File: src/rtl/i2c_restart_pkg.sv
package i2c_restart_pkg;

  typedef enum logic [2:0] {
    S_IDLE,
    S_SCLDOWN,
    S_SDAUP,
    S_SCLUP,
    S_BOTHHIGH,
    S_SDADOWN
  } rsState_t;

  typedef struct packed {
    logic loadCnt;
    logic setSclLow;
    logic relScl;
    logic setSdaLow;
    logic relSda;
    logic markDone;
    logic markColl;
  } rsStrobe_t;

endpackage

File: src/rtl/i2c_restart_datapath.sv
module i2c_restart_datapath
  import i2c_restart_pkg::*;
#(
  parameter int BAUD_W = 8,
  parameter int SYNC_STAGES = 2
) (
  input  logic              clk,
  input  logic              rstN,
  input  rsStrobe_t         str,
  input  logic [BAUD_W-1:0] reloadVal,
  input  logic              sclIn,
  input  logic              sdaIn,
  input  logic              flagClr,
  output logic              sclS,
  output logic              sdaS,
  output logic              tmo,
  output logic              sclDriveLow,
  output logic              sdaDriveLow,
  output logic              doneFlag,
  output logic              startSeen,
  output logic              collFlag
);

  localparam int LAST = SYNC_STAGES - 1;

  logic [LAST:0]     sclSh, sdaSh;
  logic              sdaSPrev;
  logic [BAUD_W-1:0] cnt;
  logic              active;
  logic              startEv;

  // Line synchronizers: reset to the idle-high bus level
  generate
    if (SYNC_STAGES == 1) begin : g_sync1
      always_ff @(posedge clk or negedge rstN) begin
        if (!rstN) begin
          sclSh <= '1;
          sdaSh <= '1;
        end else begin
          sclSh <= sclIn;
          sdaSh <= sdaIn;
        end
      end
    end else begin : g_syncN
      always_ff @(posedge clk or negedge rstN) begin
        if (!rstN) begin
          sclSh <= '1;
          sdaSh <= '1;
        end else begin
          sclSh <= {sclSh[LAST-1:0], sclIn};
          sdaSh <= {sdaSh[LAST-1:0], sdaIn};
        end
      end
    end
  endgenerate

  assign sclS = sclSh[LAST];
  assign sdaS = sdaSh[LAST];

  // Baud counter: one period = reloadVal + 1 cycles from the load edge
  always_ff @(posedge clk or negedge rstN) begin
    if (!rstN) begin
      cnt    <= '0;
      active <= 1'b0;
    end else if (str.loadCnt) begin
      cnt    <= reloadVal;
      active <= 1'b1;
    end else if (active) begin
      if (cnt == '0) active <= 1'b0;
      else           cnt    <= cnt - 1'b1;
    end
  end

  assign tmo = active && (cnt == '0);

  // Open-drain drive registers
  always_ff @(posedge clk or negedge rstN) begin
    if (!rstN) begin
      sclDriveLow <= 1'b0;
      sdaDriveLow <= 1'b0;
    end else begin
      if (str.setSclLow)   sclDriveLow <= 1'b1;
      else if (str.relScl) sclDriveLow <= 1'b0;
      if (str.setSdaLow)   sdaDriveLow <= 1'b1;
      else if (str.relSda) sdaDriveLow <= 1'b0;
    end
  end

  // Start detection on the synchronized lines
  assign startEv = sclS && sdaSPrev && !sdaS;

  always_ff @(posedge clk or negedge rstN) begin
    if (!rstN) begin
      sdaSPrev  <= 1'b1;
      doneFlag  <= 1'b0;
      startSeen <= 1'b0;
      collFlag  <= 1'b0;
    end else begin
      sdaSPrev <= sdaS;
      if (str.markDone)  doneFlag  <= 1'b1;
      else if (flagClr)  doneFlag  <= 1'b0;
      if (startEv)       startSeen <= 1'b1;
      else if (flagClr)  startSeen <= 1'b0;
      if (str.markColl)  collFlag  <= 1'b1;
      else if (flagClr)  collFlag  <= 1'b0;
    end
  end

  // SDA may only start being driven low while this block releases SCL
  a_r5_sda_low_only_scl_released: assert property (
    @(posedge clk) disable iff (!rstN)
    $rose(sdaDriveLow) |-> !sclDriveLow);

endmodule

File: src/rtl/i2c_restart_ctrl.sv
module i2c_restart_ctrl
  import i2c_restart_pkg::*;
(
  input  logic      clk,
  input  logic      rstN,
  input  logic      reqSet,
  input  logic      busBusy,
  input  logic      sclS,
  input  logic      sdaS,
  input  logic      tmo,
  output rsStrobe_t str,
  output logic      reqPending
);

  rsState_t state, stateNxt;

  always_ff @(posedge clk or negedge rstN) begin
    if (!rstN) state <= S_IDLE;
    else       state <= stateNxt;
  end

  always_comb begin
    stateNxt = state;
    str      = '0;
    unique case (state)
      S_IDLE: begin
        if (reqSet && !busBusy) begin
          str.setSclLow = 1'b1;
          str.relSda    = 1'b1;
          stateNxt      = S_SCLDOWN;
        end
      end
      S_SCLDOWN: begin
        if (!sclS) begin
          str.loadCnt = 1'b1;
          stateNxt    = S_SDAUP;
        end
      end
      S_SDAUP: begin
        if (tmo) begin
          if (sdaS) begin
            str.relScl = 1'b1;
            stateNxt   = S_SCLUP;
          end else begin
            str.loadCnt = 1'b1;
          end
        end
      end
      S_SCLUP: begin
        if (sclS) begin
          if (!sdaS) begin
            str.markColl = 1'b1;
            str.relScl   = 1'b1;
            str.relSda   = 1'b1;
            stateNxt     = S_IDLE;
          end else begin
            str.loadCnt = 1'b1;
            stateNxt    = S_BOTHHIGH;
          end
        end
      end
      S_BOTHHIGH: begin
        if (!sclS) begin
          str.markColl = 1'b1;
          str.relScl   = 1'b1;
          str.relSda   = 1'b1;
          stateNxt     = S_IDLE;
        end else if (tmo) begin
          str.setSdaLow = 1'b1;
          str.loadCnt   = 1'b1;
          stateNxt      = S_SDADOWN;
        end
      end
      S_SDADOWN: begin
        if (tmo) begin
          str.setSclLow = 1'b1;
          str.markDone  = 1'b1;
          stateNxt      = S_IDLE;
        end
      end
      default: stateNxt = S_IDLE;
    endcase
  end

  assign reqPending = (state != S_IDLE);

  // a request while another bus event runs leaves the sequencer idle
  a_r1_busy_ignored: assert property (
    @(posedge clk) disable iff (!rstN)
    (state == S_IDLE && reqSet && busBusy) |=> (state == S_IDLE));

  // SDA still low at the end of the release phase keeps the sequencer there
  a_r3_scl_held_for_sda: assert property (
    @(posedge clk) disable iff (!rstN)
    (state == S_SDAUP && tmo && !sdaS) |=> (state == S_SDAUP));

endmodule

File: src/rtl/i2c_restart_seq.sv
module i2c_restart_seq
  import i2c_restart_pkg::*;
#(
  parameter int BAUD_W = 8,
  parameter int SYNC_STAGES = 2
) (
  input  logic              clk,
  input  logic              rstN,
  input  logic              reqSet,
  input  logic              busBusy,
  input  logic              flagClr,
  input  logic [BAUD_W-1:0] reloadVal,
  input  logic              sclIn,
  input  logic              sdaIn,
  output logic              sclDriveLow,
  output logic              sdaDriveLow,
  output logic              reqPending,
  output logic              doneFlag,
  output logic              startSeen,
  output logic              collisionFlag
);

  rsStrobe_t str;
  logic      sclS, sdaS, tmo;

  i2c_restart_ctrl u_ctrl (
    .clk        (clk),
    .rstN       (rstN),
    .reqSet     (reqSet),
    .busBusy    (busBusy),
    .sclS       (sclS),
    .sdaS       (sdaS),
    .tmo        (tmo),
    .str        (str),
    .reqPending (reqPending)
  );

  i2c_restart_datapath #(
    .BAUD_W      (BAUD_W),
    .SYNC_STAGES (SYNC_STAGES)
  ) u_dp (
    .clk         (clk),
    .rstN        (rstN),
    .str         (str),
    .reloadVal   (reloadVal),
    .sclIn       (sclIn),
    .sdaIn       (sdaIn),
    .flagClr     (flagClr),
    .sclS        (sclS),
    .sdaS        (sdaS),
    .tmo         (tmo),
    .sclDriveLow (sclDriveLow),
    .sdaDriveLow (sdaDriveLow),
    .doneFlag    (doneFlag),
    .startSeen   (startSeen),
    .collFlag    (collisionFlag)
  );

  // completion leaves both lines pulled low and the request dropped
  a_r6_done_holds_lines: assert property (
    @(posedge clk) disable iff (!rstN)
    $rose(doneFlag) |-> (sclDriveLow && sdaDriveLow && !reqPending));

  // on arbitration loss both lines are let go and the request drops
  a_r8_coll_releases: assert property (
    @(posedge clk) disable iff (!rstN)
    $rose(collisionFlag) |-> (!sclDriveLow && !sdaDriveLow && !reqPending));

endmodule

File: config.mk
export PLATFORM = sky130hd
export DESIGN_NAME = i2c_restart_seq
export DESIGN_NICKNAME = d
export VERILOG_FILES = /design/src/rtl/i2c_restart_pkg.sv /design/src/rtl/i2c_restart_datapath.sv /design/src/rtl/i2c_restart_ctrl.sv /design/src/rtl/i2c_restart_seq.sv
export SDC_FILE = /design/constraint.sdc
export NUM_CORES = 1
export LEC_CHECK = 0
export BUFFER_PORTS_ARGS = -buffer_cell sky130_fd_sc_hd__buf_2
export CORE_MARGIN = 10
export CORE_UTILIZATION = 30
export CTS_CLUSTER_DIAMETER = 120
export DETAILED_ROUTE_END_ITERATION = 7
export GPL_TIMING_DRIVEN = 0
export PLACE_DENSITY_LB_ADDON = 0.25
export SLEW_MARGIN = 20
export SYNTH_ARGS = -nofsm -noshare
export SYNTH_HDL_FRONTEND = slang
export SYNTH_SLANG_ARGS = --single-unit
File: constraint.sdc
create_clock -name clk -period 3.3 [get_ports clk]
set_clock_uncertainty 0.15 [all_clocks]
set_input_delay 0.66 -clock clk [delete_from_list [all_inputs] [get_ports clk]]
set_output_delay 0.66 -clock clk [all_outputs]
set_load 0.02 [all_outputs]
---- Word-level counts from Yosys, hierarchy flattened ----
Cells that the tools add are included.
W data, S select, Z words.
storage, ports and cells
  flip-flop bits (word level) ............. 22
  input bits .............................. 15
  output and inout bits ................... 6
  word-level logic and storage cells ...... 83
operators by class
  add/sub/neg operators ................... 1
  eq/ne operators ......................... 13
  mux-type cells .......................... 41
  reductions and logical operators ........ 17
operator list
  operator               number
  $mux W3                9
  $mux W8                3
  $mux W1                23
  $pmux W3 S6            1
  $reduce_bool A2 Y1     6
  $logic_not A8 Y1       1
  $ne A2 B2 Y1 const B   4
  $sub A8 B1 Y8 const B  1
  $reduce_and A7 Y1      1
  $eq A3 B2 Y1 const B   2
  $eq A3 B3 Y1 const B   2
  $ne A2 B1 Y1 const B   3
  $pmux W1 S3            2
  $logic_and A1 B1 Y1    4
  $pmux W1 S2            2
  $pmux W1 S4            1
  $eq A3 B1 Y1 const B   1
  $logic_not A3 Y1       1
  $ne A3 B3 Y1 const B   1
  $reduce_bool A3 Y1     1
  $logic_not A1 Y1       2
  $reduce_and A2 Y1      1

---- Logic depth before layout (Yosys ltp) ----
  word-level depth ........................ 7
  gate-level depth with buffers ........... 6
  gate-level depth less buffers ........... 6

---- Hierarchy ----
From an unflattened synthesis, not the netlist that was laid out.
unflattened totals
  cell total of the unflattened synthesis .. 128
  area, all modules ....................... 1237.4 µm²
by module, submodules not included
  module                times used  cells each  area each (µm²)  seq. area each (µm²)
  i2c_restart_datapath  1           81          888.4            481.7
  i2c_restart_ctrl      1           47          349.1            75.1

---- Least setup slack after synthesis ----
OpenSTA, ideal clock, no wires.
  path kind ............................... register to register
  start point ............................. register u_dp.cnt[0]
  end point ............................... register u_dp.sclDriveLow
  library setup time ...................... 124 ps
  arrival ................................. 1734 ps
  required time ........................... 3026 ps
  setup slack ............................. 1292 ps
  cell stages (with the launch flop) ...... 7
  buffers on the path ..................... 0
  clock period less this slack ............ 2008 ps
  cells stage by stage .................... dfrtp_1 > inv_1 > ha_1 > nor3b_4 > nand3_1 > o311a_1 > a211o_1
on the way
  word-level cells in the longest chain between the ends .. 5
  elaborated cells on any way between the ends .. 8
  classes of those cells .................. mux: 5; reduce/logical: 3
ends and longest elaborated chain
  what                                                                   line                                            RTL
  start: declaration                                                     i2c_restart_datapath.sv:28                      logic [BAUD_W-1:0] cnt;
  start signal: assignment                                               i2c_restart_datapath.sv:66                      cnt <= reloadVal;
  start signal: assignment                                               i2c_restart_datapath.sv:70                      else cnt <= cnt - 1'b1;
  $logic_not A8 Y1 (*)                                                   i2c_restart_datapath.sv:74                      assign tmo = active && (cnt == '0);
  $logic_and A1 B1 Y1 (*)                                                i2c_restart_datapath.sv:74
  $mux W1 (on tied branches)                                             i2c_restart_ctrl.sv:40, i2c_restart_ctrl.sv:75
  $pmux W1 S3 / $pmux W1 S2 (equally long branches)                      i2c_restart_ctrl.sv:25                          unique case (state)
  $reduce_bool A2 Y1 (no source line) / $mux W1 (equally long branches)  --
  end signal: assignment                                                 i2c_restart_datapath.sv:79                      sclDriveLow <= 1'b0;
  end signal: assignment                                                 i2c_restart_datapath.sv:82                      if (str.setSclLow) sclDriveLow <= 1'b1;
  end signal: assignment                                                 i2c_restart_datapath.sv:83                      else if (str.relScl) sclDriveLow <= 1'b0;
  end: declaration                                                       i2c_restart_datapath.sv:17                      output logic sclDriveLow,
Mark *: on every way between the ends. The rest lies on a longest branch, timed or not.
A chain may end at the register's enable or synchronous reset.

---- Final worst setup path ----
Ends and elaborated chain as after synthesis.

==> impl_metrics.tcl <==
set metrics [dict create \
    outcome "finished, final reports clean" \
    cts_max_level 1 \
    rsz0062_at_grt "no" \
    cts_tree "built" \
    power_density_mw_per_mm2 840.6 \
    synthesis.nets 117 \
    post_synth_inst_count 100 \
    pin_slew_with_the_least_headroom_to_its_limit_ns 0.5147 \
    rr_startpoint "u_dp.cnt[0]$_DFFE_PN0P_" \
    die_y_microns 84.13 \
    synth-xor-area-share_pct 4.260 \
    final_critical_path_share_of_the_clock_period_pct 68.39 \
    timing_max_transition_violations_final 0 \
    peakVddDrop_mv 0.3406 \
    multi_input_comb_area_sq_um 630.6 \
    initialDrtViolationCount 62 \
    crit_path_top_delay_cell "dfrtp_1" \
    synth_top_area_cells "dfrtp_1, dfstp_2, mux2_1" \
    crit_start "u_dp.cnt[0]$_DFFE_PN0P_" \
    route.detailed.vias_per_inst 4.983 \
    synth_cell_types 48 \
    placement_rows 23 \
    detail-route-antenna-nets 0 \
    critical_path.endpoint "u_dp.sclDriveLow$_DFFE_PN0P_" \
    sequential_fraction_of_the_synthesis_area_pct 45.13 \
    clock_tree.buffer_depth 2 \
    drcViolationCount 0 \
    ys_seq_elements 22 \
    cts_post_setup_buffers_inserted 0 \
    detail_route.wirelength_microns 2546 \
    routed_wire_length_per_instance_microns 14.63 \
    worstSetupPathType "reg -> reg" \
    tritoncts.num_buffers 3 \
    synth.mux.area_fraction_pct 10.14 \
    critPathMaxFanout 9 \
    endpoint_kind "flip-flop" \
    postSynth.topFlopCell "dfrtp_1" \
    cp_data_required_time_ns 3.31 \
    filler_cell_count 394 \
    worst-r2r-cell-count 6 \
    min_path_type "in -> async" \
    cts_root_buffer "clkbuf_8" \
    path_cells "inv_1, ha_1, nor3b_4, nand3_1, o311a_1, a211o_1" \
    pwr-share-comb_pct 41.4 \
    complex_gate_fraction_of_the_synthesized_area_pct 19.47 \
    layout.area.seq_sq_um 556.8 \
    detailedRoute.firstPassIterationCount 4 \
    dieArea_sq_mm 0.007077 \
    net-switching-power_w 0.0004542 \
    die_x_microns 84.13 \
    hold_ws_ns 0.1961 \
    postSynthAreaPerCell_sq_um 12.34 \
    grt_max_degree 23 \
    area_delta_synth_final_pct 18.97 \
    io_pins 21 \
    clk_pin_slew_ns 0.09 \
    synth_top_family_by_area "compound AO/OA/AOI/OAI gates" \
    arrival_time_worst_endpoint_ns 2.27 \
    post-synth-top-area-fraction_pct 34.48 \
    crit_path_start_kind "flip-flop" \
    core_area_sq_mm 0.004000 \
    antenna-diode-count 0 \
    achievable-frequency_mhz 443.1 \
    antenna_found_initial 0 \
    setup.reg_to_reg.worst_slack_ns 1.04 \
    yosys.area.top_type "dfrtp_1" \
    grt.overflow.total 0 \
    finalHoldViolCount 0 \
    cts-hold-fix-buffers 0 \
    synthAdderAreaFrac_pct 2.028 \
    start_util_pct 30.84 \
    drv.max_cap_violation_count 0 \
    synth_area_sq_mm 0.001234 \
    via_count 867 \
    gp_routability_congestion 0.7810 \
    clkSinkCount 22 \
    grt_usage_pct 7.630 \
    clkLatencyLatePin_ns 0.27 \
    synth_warnings 0 \
    cellInternalPower_w 0.0007794 \
    ctsResizeCount 0 \
    global_route_wire_length_before_repair_microns 4567 \
    crit_path_max_incr_delay_ns 0.41 \
    first_global_vias 981 \
    rr_endpoint "u_dp.sclDriveLow$_DFFE_PN0P_" \
    slew_headroom_pct 65.50 \
    setup-tns-final_ns 0 \
    power.leakage_nw 0.6331 \
    synth_edf_count 0 \
    synth_simple_gate_area_share_pct 15.21 \
    io_buffer_count 20 \
    place_hpwl_microns 1899 \
    setup-violations-final 0 \
    synth-async-reset-ratio_pct 100.0 \
    share_seq_of_total_power_pct 37.6 \
    drive_gt1_share_pct 35.48 \
    power_frac_clock_pct 20.9 \
    finish.net_count 142 \
    post-route-min-period_ns 2.257 \
    switching_share_pct 36.82 \
]
## layout make-up
type,count,share of cell area (%)
Buffer,2,0.8525
Sequential cell,22,37.94
Clock inverter,1,2.046
Timing Repair Buffer,20,6.820
Inverter,9,2.302
Clock buffer,3,2.813
Multi-Input combinational cell,67,42.97
Tap cell,50,4.263
## registers in the layout, indices dropped and copies added, names as in the netlist
name,flops
u_ctrl.state,3
u_dp.active,1
u_dp.cnt,8
u_dp.collFlag,1
u_dp.doneFlag,1
u_dp.sclDriveLow,1
u_dp.sclSh,2
u_dp.sdaDriveLow,1
u_dp.sdaSPrev,1
u_dp.sdaSh,2
u_dp.startSeen,1
## per-stage QoR
| stage | power (W) | util, % | std cells | instance area [sq um] | setup slack, ns |
|---|---|---|---|---|---|
| after global placement | 0.0009648 | 34.91 | 170 | 1396 | 1.083 |
| after global routing | 0.001326 | 36.69 | 174 | 1468 | 0.8818 |
| after CTS | 0.001249 | 36.69 | 174 | 1468 | 1.021 |
| after detailed placement | 0.0009847 | 34.91 | 170 | 1396 | 1.061 |
| final | 0.001234 | 36.69 | 174 | 1468 | 1.043 |
| after floorplan | 0.0008674 | - | 100 | 1234 | 1.292 |
## power groups by stage
stage | clock network (W) | registers [W] | logic (W)
final | 0.000258 | 0.000464 | 0.000511
after global routing | 0.000276 | 0.000482 | 0.000568
after CTS | 0.000264 | 0.000464 | 0.000521
after detailed placement | 0 | 0.000469 | 0.000516
after global placement | 0 | 0.000467 | 0.000498
after floorplan | 0 | 0.000461 | 0.000407
## cell families after synthesis
kind of cell    count (synthesis)
compound gates                 23
xor+xnor                        6
fa+ha+maj                       2
buf+inv                        11
flops                          22
mux                            10
simple gates                   26
## critical path: cells and delay by family, from the launching register on
kind	cells	cell delay (ns)
compound gates	2	0.63
fa+ha+maj	1	0.18
buf+inv	1	0.09
simple gates	2	0.68
flops	1	0.41
## metal layers
layer	part of all wire [%]	up-vias	wire, microns	GRT usage, %
met5	0	-	0	0
met4	2.2	0	57	4.110
met3	3.2	4	81	1.465
met2	51	18	1292	13.49
met1	44	425	1115	8.324
li1	-	420	-	-
## placed cells by master, fill, tap and decap left out, types with 3 or more instances in the layout
cell type / n
clkbuf_8: 3
nand2_1: 3
o21ai_0: 3
dfrtp_1: 17
buf_2: 21
inv_1: 9
nand3_1: 3
dfstp_2: 5
a21oi_1: 4
xor2_1: 5
mux2_1: 4
## Yosys cell counts (2+ instances only)
master,n
nand3_1,3
xor2_1,5
mux2_2,2
o21ai_0,3
inv_1,9
ha_1,2
nor3b_1,2
a211oi_1,2
mux2_1,4
o22ai_1,2
dfrtp_1,17
nand3b_1,2
a21oi_1,4
nand2b_1,2
dfstp_2,5
nand2_1,3
mux2i_1,2
## worst min-delay path by stage
stage,end,slack (ns),cells after the start
after floorplan,u_dp.sclSh[1]$_DFF_PN1_,0.20,0
after global placement,u_dp.sclSh[1]$_DFF_PN1_,0.20,0
after detailed placement,u_dp.sclSh[1]$_DFF_PN1_,0.20,0
after CTS,u_dp.cnt[0]$_DFFE_PN0P_,0.21,1
after global routing,u_dp.sclSh[1]$_DFF_PN1_,0.22,0
final,u_dp.cnt[0]$_DFFE_PN0P_,0.20,1
Power figures use the tool's default switching activity.
